==> config.mk <==
export PLATFORM = sky130hd
export DESIGN_NAME = addr_image_decoder
export DESIGN_NICKNAME = d
export VERILOG_FILES = /design/src/rtl/aid_pkg.sv /design/src/rtl/aid_rst_sync.sv /design/src/rtl/aid_base_reg.sv /design/src/rtl/aid_match.sv /design/src/rtl/aid_xlat.sv /design/src/rtl/addr_image_decoder.sv
export SDC_FILE = /design/constraint.sdc
export NUM_CORES = 1
export LEC_CHECK = 0
export ABC_AREA = 1
export BUFFER_PORTS_ARGS = -buffer_cell sky130_fd_sc_hd__buf_4
export CAP_MARGIN = 20
export CORE_MARGIN = 5
export CORE_UTILIZATION = 30
export DETAILED_ROUTE_END_ITERATION = 7
export PLACE_DENSITY = 0.64
export SLEW_MARGIN = 10
export SYNTH_ARGS = -nofsm -noshare
export SYNTH_HDL_FRONTEND = slang
export SYNTH_SLANG_ARGS = --single-unit
==> constraint.sdc <==
create_clock -name clk -period 1.4 [get_ports clk]
set_input_delay 0.28 -clock clk [delete_from_list [all_inputs] [get_ports clk]]
set_output_delay 0.28 -clock clk [all_outputs]
set_load 0.02 [all_outputs]
==> src/rtl/aid_pkg.sv <==
package aid_pkg;
  localparam int unsigned AID_ADDR_W    = 32;
  localparam int unsigned AID_MASK_W    = 24;
  localparam int unsigned AID_DEC_LINES = 20;

  typedef enum logic {
    SPACE_MEM = 1'b0,
    SPACE_IO  = 1'b1
  } aid_space_e;
endpackage

==> src/rtl/aid_rst_sync.sv <==
module aid_rst_sync (
  input  logic clk,
  input  logic rst_n,
  output logic rst_sync_n
);
  logic [1:0] sync_q;
  logic [1:0] sync_d;

  always_comb begin
    sync_d = {sync_q[0], 1'b1};
  end

  always_ff @(posedge clk or negedge rst_n) begin
    if (!rst_n) sync_q <= 2'b00;
    else        sync_q <= sync_d;
  end

  assign rst_sync_n = sync_q[1];
endmodule

==> src/rtl/aid_base_reg.sv <==
module aid_base_reg #(
  parameter int unsigned            MASK_W   = 24,
  parameter logic [MASK_W-1:0]      EFF_MASK = '1
) (
  input  logic              clk,
  input  logic              rst_n,
  input  logic              wr_en,
  input  logic [MASK_W-1:0] wr_upper,
  output logic [MASK_W-1:0] base_q
);
  logic [MASK_W-1:0] base_d;

  always_comb begin
    base_d = wr_upper & EFF_MASK;
  end

  always_ff @(posedge clk or negedge rst_n) begin
    if (!rst_n)     base_q <= '0;
    else if (wr_en) base_q <= base_d;
  end

  AST_BASE_HOLDS: assert property (@(posedge clk) disable iff (!rst_n)
    !wr_en |=> $stable(base_q));
  AST_BASE_TAKES_MASKED: assert property (@(posedge clk) disable iff (!rst_n)
    wr_en |=> (base_q == ($past(wr_upper) & EFF_MASK)));
endmodule

==> src/rtl/aid_match.sv <==
module aid_match #(
  parameter int unsigned       MASK_W   = 24,
  parameter logic [MASK_W-1:0] EFF_MASK = '1,
  parameter logic              IS_IO    = 1'b0
) (
  input  logic [MASK_W-1:0] addr_upper,
  input  logic [MASK_W-1:0] base_q,
  input  logic              bus_is_io,
  input  logic              mem_en,
  input  logic              io_en,
  output logic              hit
);
  localparam logic IMAGE_ON = |EFF_MASK;

  logic addr_eq;
  logic type_ok;
  logic space_on;

  always_comb begin
    addr_eq = ((addr_upper ^ base_q) & EFF_MASK) == '0;
    type_ok = (bus_is_io == IS_IO);
  end

  generate
    if (IS_IO) begin : g_io
      always_comb space_on = io_en;
    end else begin : g_mem
      always_comb space_on = mem_en;
    end
  endgenerate

  always_comb begin
    hit = IMAGE_ON && addr_eq && type_ok && space_on;
  end
endmodule

==> src/rtl/aid_xlat.sv <==
module aid_xlat #(
  parameter int unsigned       ADDR_W    = 32,
  parameter int unsigned       MASK_W    = 24,
  parameter logic [MASK_W-1:0] EFF_MASK  = '1,
  parameter logic              XLAT_EN   = 1'b0,
  parameter logic [MASK_W-1:0] XLAT_BASE = '0
) (
  input  logic [ADDR_W-1:0] addr_in,
  output logic [ADDR_W-1:0] addr_out
);
  localparam int unsigned LOW_W = ADDR_W - MASK_W;

  generate
    if (XLAT_EN) begin : g_xlat
      logic [MASK_W-1:0] upper_d;
      always_comb begin
        upper_d  = (XLAT_BASE & EFF_MASK) | (addr_in[ADDR_W-1:LOW_W] & ~EFF_MASK);
        addr_out = {upper_d, addr_in[LOW_W-1:0]};
      end
    end else begin : g_pass
      always_comb addr_out = addr_in;
    end
  endgenerate
endmodule

==> src/rtl/addr_image_decoder.sv <==
module addr_image_decoder #(
  parameter int unsigned                      ADDR_W    = aid_pkg::AID_ADDR_W,
  parameter int unsigned                      MASK_W    = aid_pkg::AID_MASK_W,
  parameter int unsigned                      DEC_LINES = aid_pkg::AID_DEC_LINES,
  parameter logic [MASK_W-1:0]                MASK      = 24'hFFFFF0,
  parameter logic                             IS_IO     = aid_pkg::SPACE_MEM,
  parameter logic                             XLAT_EN   = 1'b0,
  parameter logic [MASK_W-1:0]                XLAT_BASE = '0
) (
  input  logic              clk,
  input  logic              rst_n,
  input  logic              cfg_wr,
  input  logic [ADDR_W-1:0] cfg_wdata,
  input  logic              cfg_rd,
  output logic [ADDR_W-1:0] cfg_rdata,
  input  logic [ADDR_W-1:0] bus_addr,
  input  logic              bus_is_io,
  input  logic              mem_en,
  input  logic              io_en,
  output logic              hit,
  output logic [ADDR_W-1:0] xlat_addr
);
  localparam int unsigned       LOW_W    = ADDR_W - MASK_W;
  localparam int unsigned       DROP_W   = MASK_W - DEC_LINES;
  localparam logic [MASK_W-1:0] KEEP     = {MASK_W{1'b1}} << DROP_W;
  localparam logic [MASK_W-1:0] EFF_MASK = MASK & KEEP;
  localparam logic              IMAGE_ON = |EFF_MASK;
  localparam logic [ADDR_W-1:0] FULL_MASK = {EFF_MASK, {LOW_W{1'b0}}};

  logic              rst_sync_n;
  logic [MASK_W-1:0] base_q;
  logic [ADDR_W-1:0] rd_word;

  aid_rst_sync u_rst (
    .clk        (clk),
    .rst_n      (rst_n),
    .rst_sync_n (rst_sync_n)
  );

  aid_base_reg #(
    .MASK_W   (MASK_W),
    .EFF_MASK (EFF_MASK)
  ) u_base (
    .clk      (clk),
    .rst_n    (rst_sync_n),
    .wr_en    (cfg_wr),
    .wr_upper (cfg_wdata[ADDR_W-1:LOW_W]),
    .base_q   (base_q)
  );

  aid_match #(
    .MASK_W   (MASK_W),
    .EFF_MASK (EFF_MASK),
    .IS_IO    (IS_IO)
  ) u_match (
    .addr_upper (bus_addr[ADDR_W-1:LOW_W]),
    .base_q     (base_q),
    .bus_is_io  (bus_is_io),
    .mem_en     (mem_en),
    .io_en      (io_en),
    .hit        (hit)
  );

  aid_xlat #(
    .ADDR_W    (ADDR_W),
    .MASK_W    (MASK_W),
    .EFF_MASK  (EFF_MASK),
    .XLAT_EN   (XLAT_EN),
    .XLAT_BASE (XLAT_BASE)
  ) u_xlat (
    .addr_in  (bus_addr),
    .addr_out (xlat_addr)
  );

  always_comb begin
    if (IMAGE_ON) rd_word = {base_q, {(LOW_W-1){1'b0}}, IS_IO};
    else          rd_word = '0;
    cfg_rdata = cfg_rd ? rd_word : '0;
  end

  AST_HIT_TYPE_MATCH: assert property (@(posedge clk) disable iff (!rst_sync_n)
    hit |-> (bus_is_io == IS_IO));
  AST_HIT_SPACE_ON: assert property (@(posedge clk) disable iff (!rst_sync_n)
    hit |-> (bus_is_io ? io_en : mem_en));
  AST_OFF_NO_HIT: assert property (@(posedge clk) disable iff (!rst_sync_n)
    !IMAGE_ON |-> (!hit && cfg_rdata == '0));
  AST_HIT_IN_WINDOW: assert property (@(posedge clk) disable iff (!rst_sync_n)
    hit |-> ((bus_addr & FULL_MASK) == ({base_q, {LOW_W{1'b0}}} & FULL_MASK)));
  AST_XLAT_KEEPS_UNMASKED: assert property (@(posedge clk) disable iff (!rst_sync_n)
    (xlat_addr & ~FULL_MASK) == (bus_addr & ~FULL_MASK));
  AST_IDLE_READ_ZERO: assert property (@(posedge clk) disable iff (!rst_sync_n)
    !cfg_rd |-> (cfg_rdata == '0));

  generate
    if (!XLAT_EN) begin : g_chk_pass
      AST_NO_XLAT_PASS: assert property (@(posedge clk) disable iff (!rst_sync_n)
        xlat_addr == bus_addr);
    end
  endgenerate
endmodule

==> impl_metrics.tcl <==
set metrics [dict create \
    die_area_sq_mm 0.00706 \
    powerDensity_mw_per_mm2 813 \
    p_total_mw 1.77 \
    multi_input_area_sq_um 593 \
    numClockSinks 22 \
    violations "setup timing" \
    die_width_um 84.0 \
    fin_tns_setup_ns -0.260 \
    synth_top_area_cell "dfrtp_1" \
    layout.cells.non_filler 380 \
    finalWeightedCongestion 0.731 \
    synthArstFlopShare_pct 100 \
    grt_setup_unrepaired "true" \
    overflow 0 \
    synthFlopType "dfrtp_1" \
    htree_levels 1 \
    clk_pin_slew_ns 0.08 \
    numCtsBuffers 3 \
    synthToLayoutAreaGrowth_pct 32.6 \
    cpMostUsedCell "nand2_1" \
    worstSetupEndpointType "output port" \
    grt_antenna_before_repair 0 \
    ioPinCount 136 \
    switchingPower_mw 0.570 \
    intPower_mw 1.20 \
    fin_crit_ns 1.66 \
    synth_warnings 0 \
    reg2reg_from "u_base.base_q[9]" \
    clkPwrFrac_pct 25.9 \
    cp_slowest_cell "dfrtp_1" \
    regArea_sq_um 551 \
    cts_tree "built" \
    fin_util_pct 40.3 \
    critPathMaxStageDelay_ns 0.39 \
    start_util_pct 30.4 \
    cts_root_buf "clkbuf_8" \
    synth-seq-cells 22 \
    n_fill_cell 601 \
    r2r-end "u_base.base_q[9]" \
    antenna_cells 0 \
    critPathKind "reg -> out" \
    setup_viol 1 \
    skew_ns 0.000578 \
    p_sw_share_pct 32.2 \
    grt_max_degree 29 \
    max-vdd-ir-drop_uv 473 \
    antenna_left 0 \
    startpoint_type "register" \
    final_area_sq_mm 0.00218 \
    comb_power_share_pct 33.0 \
    grt_pass1_vias 1585 \
    timing.hold.ws_ns 0.183 \
    firstDrtPassIters 4 \
    synth_edf_count 0 \
    drc_errors 0 \
    seq_power_share_pct 41.0 \
    dp_hpwl_mm 3.35 \
    finalCritPeriodShare_pct 119 \
    wl_mm 4.00 \
    r2r_cells 2 \
    clock_path_buffers 2 \
    dp_cells 374 \
    cp.required_ns 1.12 \
    syn_inst 250 \
    grt_usage_pct 11.5 \
    first_iter_violations 30 \
    yosysMostFrequentCell "nand2_1" \
    drive_above_1_share_pct 33.4 \
    synth_top_area_share_pct 33.5 \
    slew_viol_final 0 \
    core_area_sq_mm 0.00541 \
    die_height_um 84.0 \
    synth.avg_cell_area_sq_um 6.58 \
    fin_ws_ns -0.260 \
    arrival_ns 1.38 \
    num_rows 27 \
    p_leak_nw 1.37 \
    placed_cell_area_sq_mm 0.00210 \
    synth_common_cells "nand2_1, inv_1, buf_4" \
    status "finished with violations" \
    synth_area_leaders "dfrtp_1, buf_4, nand2_1" \
    place_worst_setup_slack_ns -0.0142 \
    fmax_ghz 0.602 \
    worstHoldPathType "reg -> async" \
    crit_fanout 3 \
    via_count 1500 \
    clkLatencyLatePin_ns 0.26 \
    finalHoldViolCount 0 \
    nets 380 \
    synth_area_sq_mm 0.00164 \
    ys_seq_area_share_pct 33.5 \
    routed_via_density 3.95 \
    grt_pass1_wl_mm 6.87 \
    wl_per_cell_um 10.5 \
    io_buffers 86 \
    max_cap_violations 0 \
    yosysUniqueCellTypes 16 \
    r2r_slack_ns 0.52 \
    critical_path.cell_chain "inv_2 -> nand2_1 -> o21ai_1 -> nor2_1 -> nand2_1 -> nor2_2 -> nand2_1 -> nor2_2 -> buf_6" \
]
[cell families after synthesis]
| kind of cell | after synthesis | share of synthesized area (%) |
|---|---|---|
| buffers and inverters | 100 | 33.3 |
| DFF | 22 | 33.5 |
| muxes | 3 | 2.05 |
| AOI/OAI and AO/OA | 21 | 6.54 |
| and+or+nand+nor | 100 | 23.1 |
| other | 2 | 0.457 |
| xor gates and xnor gates | 2 | 1.07 |
[layout make-up]
cell class / instances / area share [%]
well taps: 72 / 4.13
flip-flops and latches: 22 / 25.2
multi-input cells: 139 / 27.2
repair buffers: 93 / 32.3
inverters: 50 / 8.61
clock buffers: 4 / 2.52
[repair_timing]
item | 4_1_cts | 5_1_grt
buffers inserted | 0 | 1
setup endpoints to repair | 1 | 1
hold endpoints to repair | 2 | 0
pin swaps | 0 | 3
hold buffers | 1 | 0
gates resized for setup | 2 | 2
[state kept, by name, summed over array words and instances, names as in the netlist]
name,cells
u_base.base_q,20
u_rst.sync_q,2
[how the worst max path moves through the flow]
stage                       from  end  slack, ns
2_1_floorplan   u_base.base_q[6]  hit       0.17
3_3_place_gp        bus_addr[14]  hit     -0.009
3_5_place_dp           bus_is_io  hit      -0.01
4_1_cts        u_base.base_q[21]  hit      -0.31
5_1_grt        u_base.base_q[21]  hit      -0.42
6_report       u_base.base_q[21]  hit      -0.26
[power by group through the flow]
stage          registers, mW  clock network, mW  logic [mW]
2_1_floorplan          0.740                  0       0.424
3_3_place_gp           0.737                  0       0.580
3_5_place_dp           0.740                  0       0.587
4_1_cts                0.728              0.489       0.591
5_1_grt                0.738              0.503       0.656
6_report               0.727              0.460       0.586
[routing by layer]
metal | wire (um) | GRT usage [%] | share of wire (%) | vias to the layer above
met1 | 1740 | 13.8 | 43 | 647
met3 | 380 | 4.54 | 9.5 | 6
li1 | - | - | - | 782
met2 | 1850 | 19.9 | 46 | 65
met5 | 0 | 0 | 0 | -
met4 | 35 | 1.75 | 0.87 | 0
[critical path, delay by kind of cell, from the launching register on]
family                 cells  cell delay [ns]
buffers and inverters      2             0.18
flip-flops                 1             0.39
AO/OA/AOI/OAI              1             0.06
AND/OR/NAND/NOR            6             0.50
[layout by cell type, fill, tap and decap left out]
| cell type | count |
|---|---|
| buf_4 | 91 |
| buf_6 | 1 |
| clkbuf_8 | 4 |
| conb_1 | 13 |
| dfrtp_1 | 22 |
| dlygate4sd3_1 | 1 |
| inv_1 | 49 |
| inv_2 | 1 |
| mux2_2 | 3 |
| nand2_1 | 84 |
| nand3_1 | 2 |
| nor2_1 | 11 |
| nor2_2 | 3 |
| o21ai_0 | 18 |
| o21ai_1 | 1 |
| o22ai_1 | 2 |
| xnor2_1 | 1 |
| xor2_1 | 1 |
Note: power is estimated with default switching activity, not from simulation.
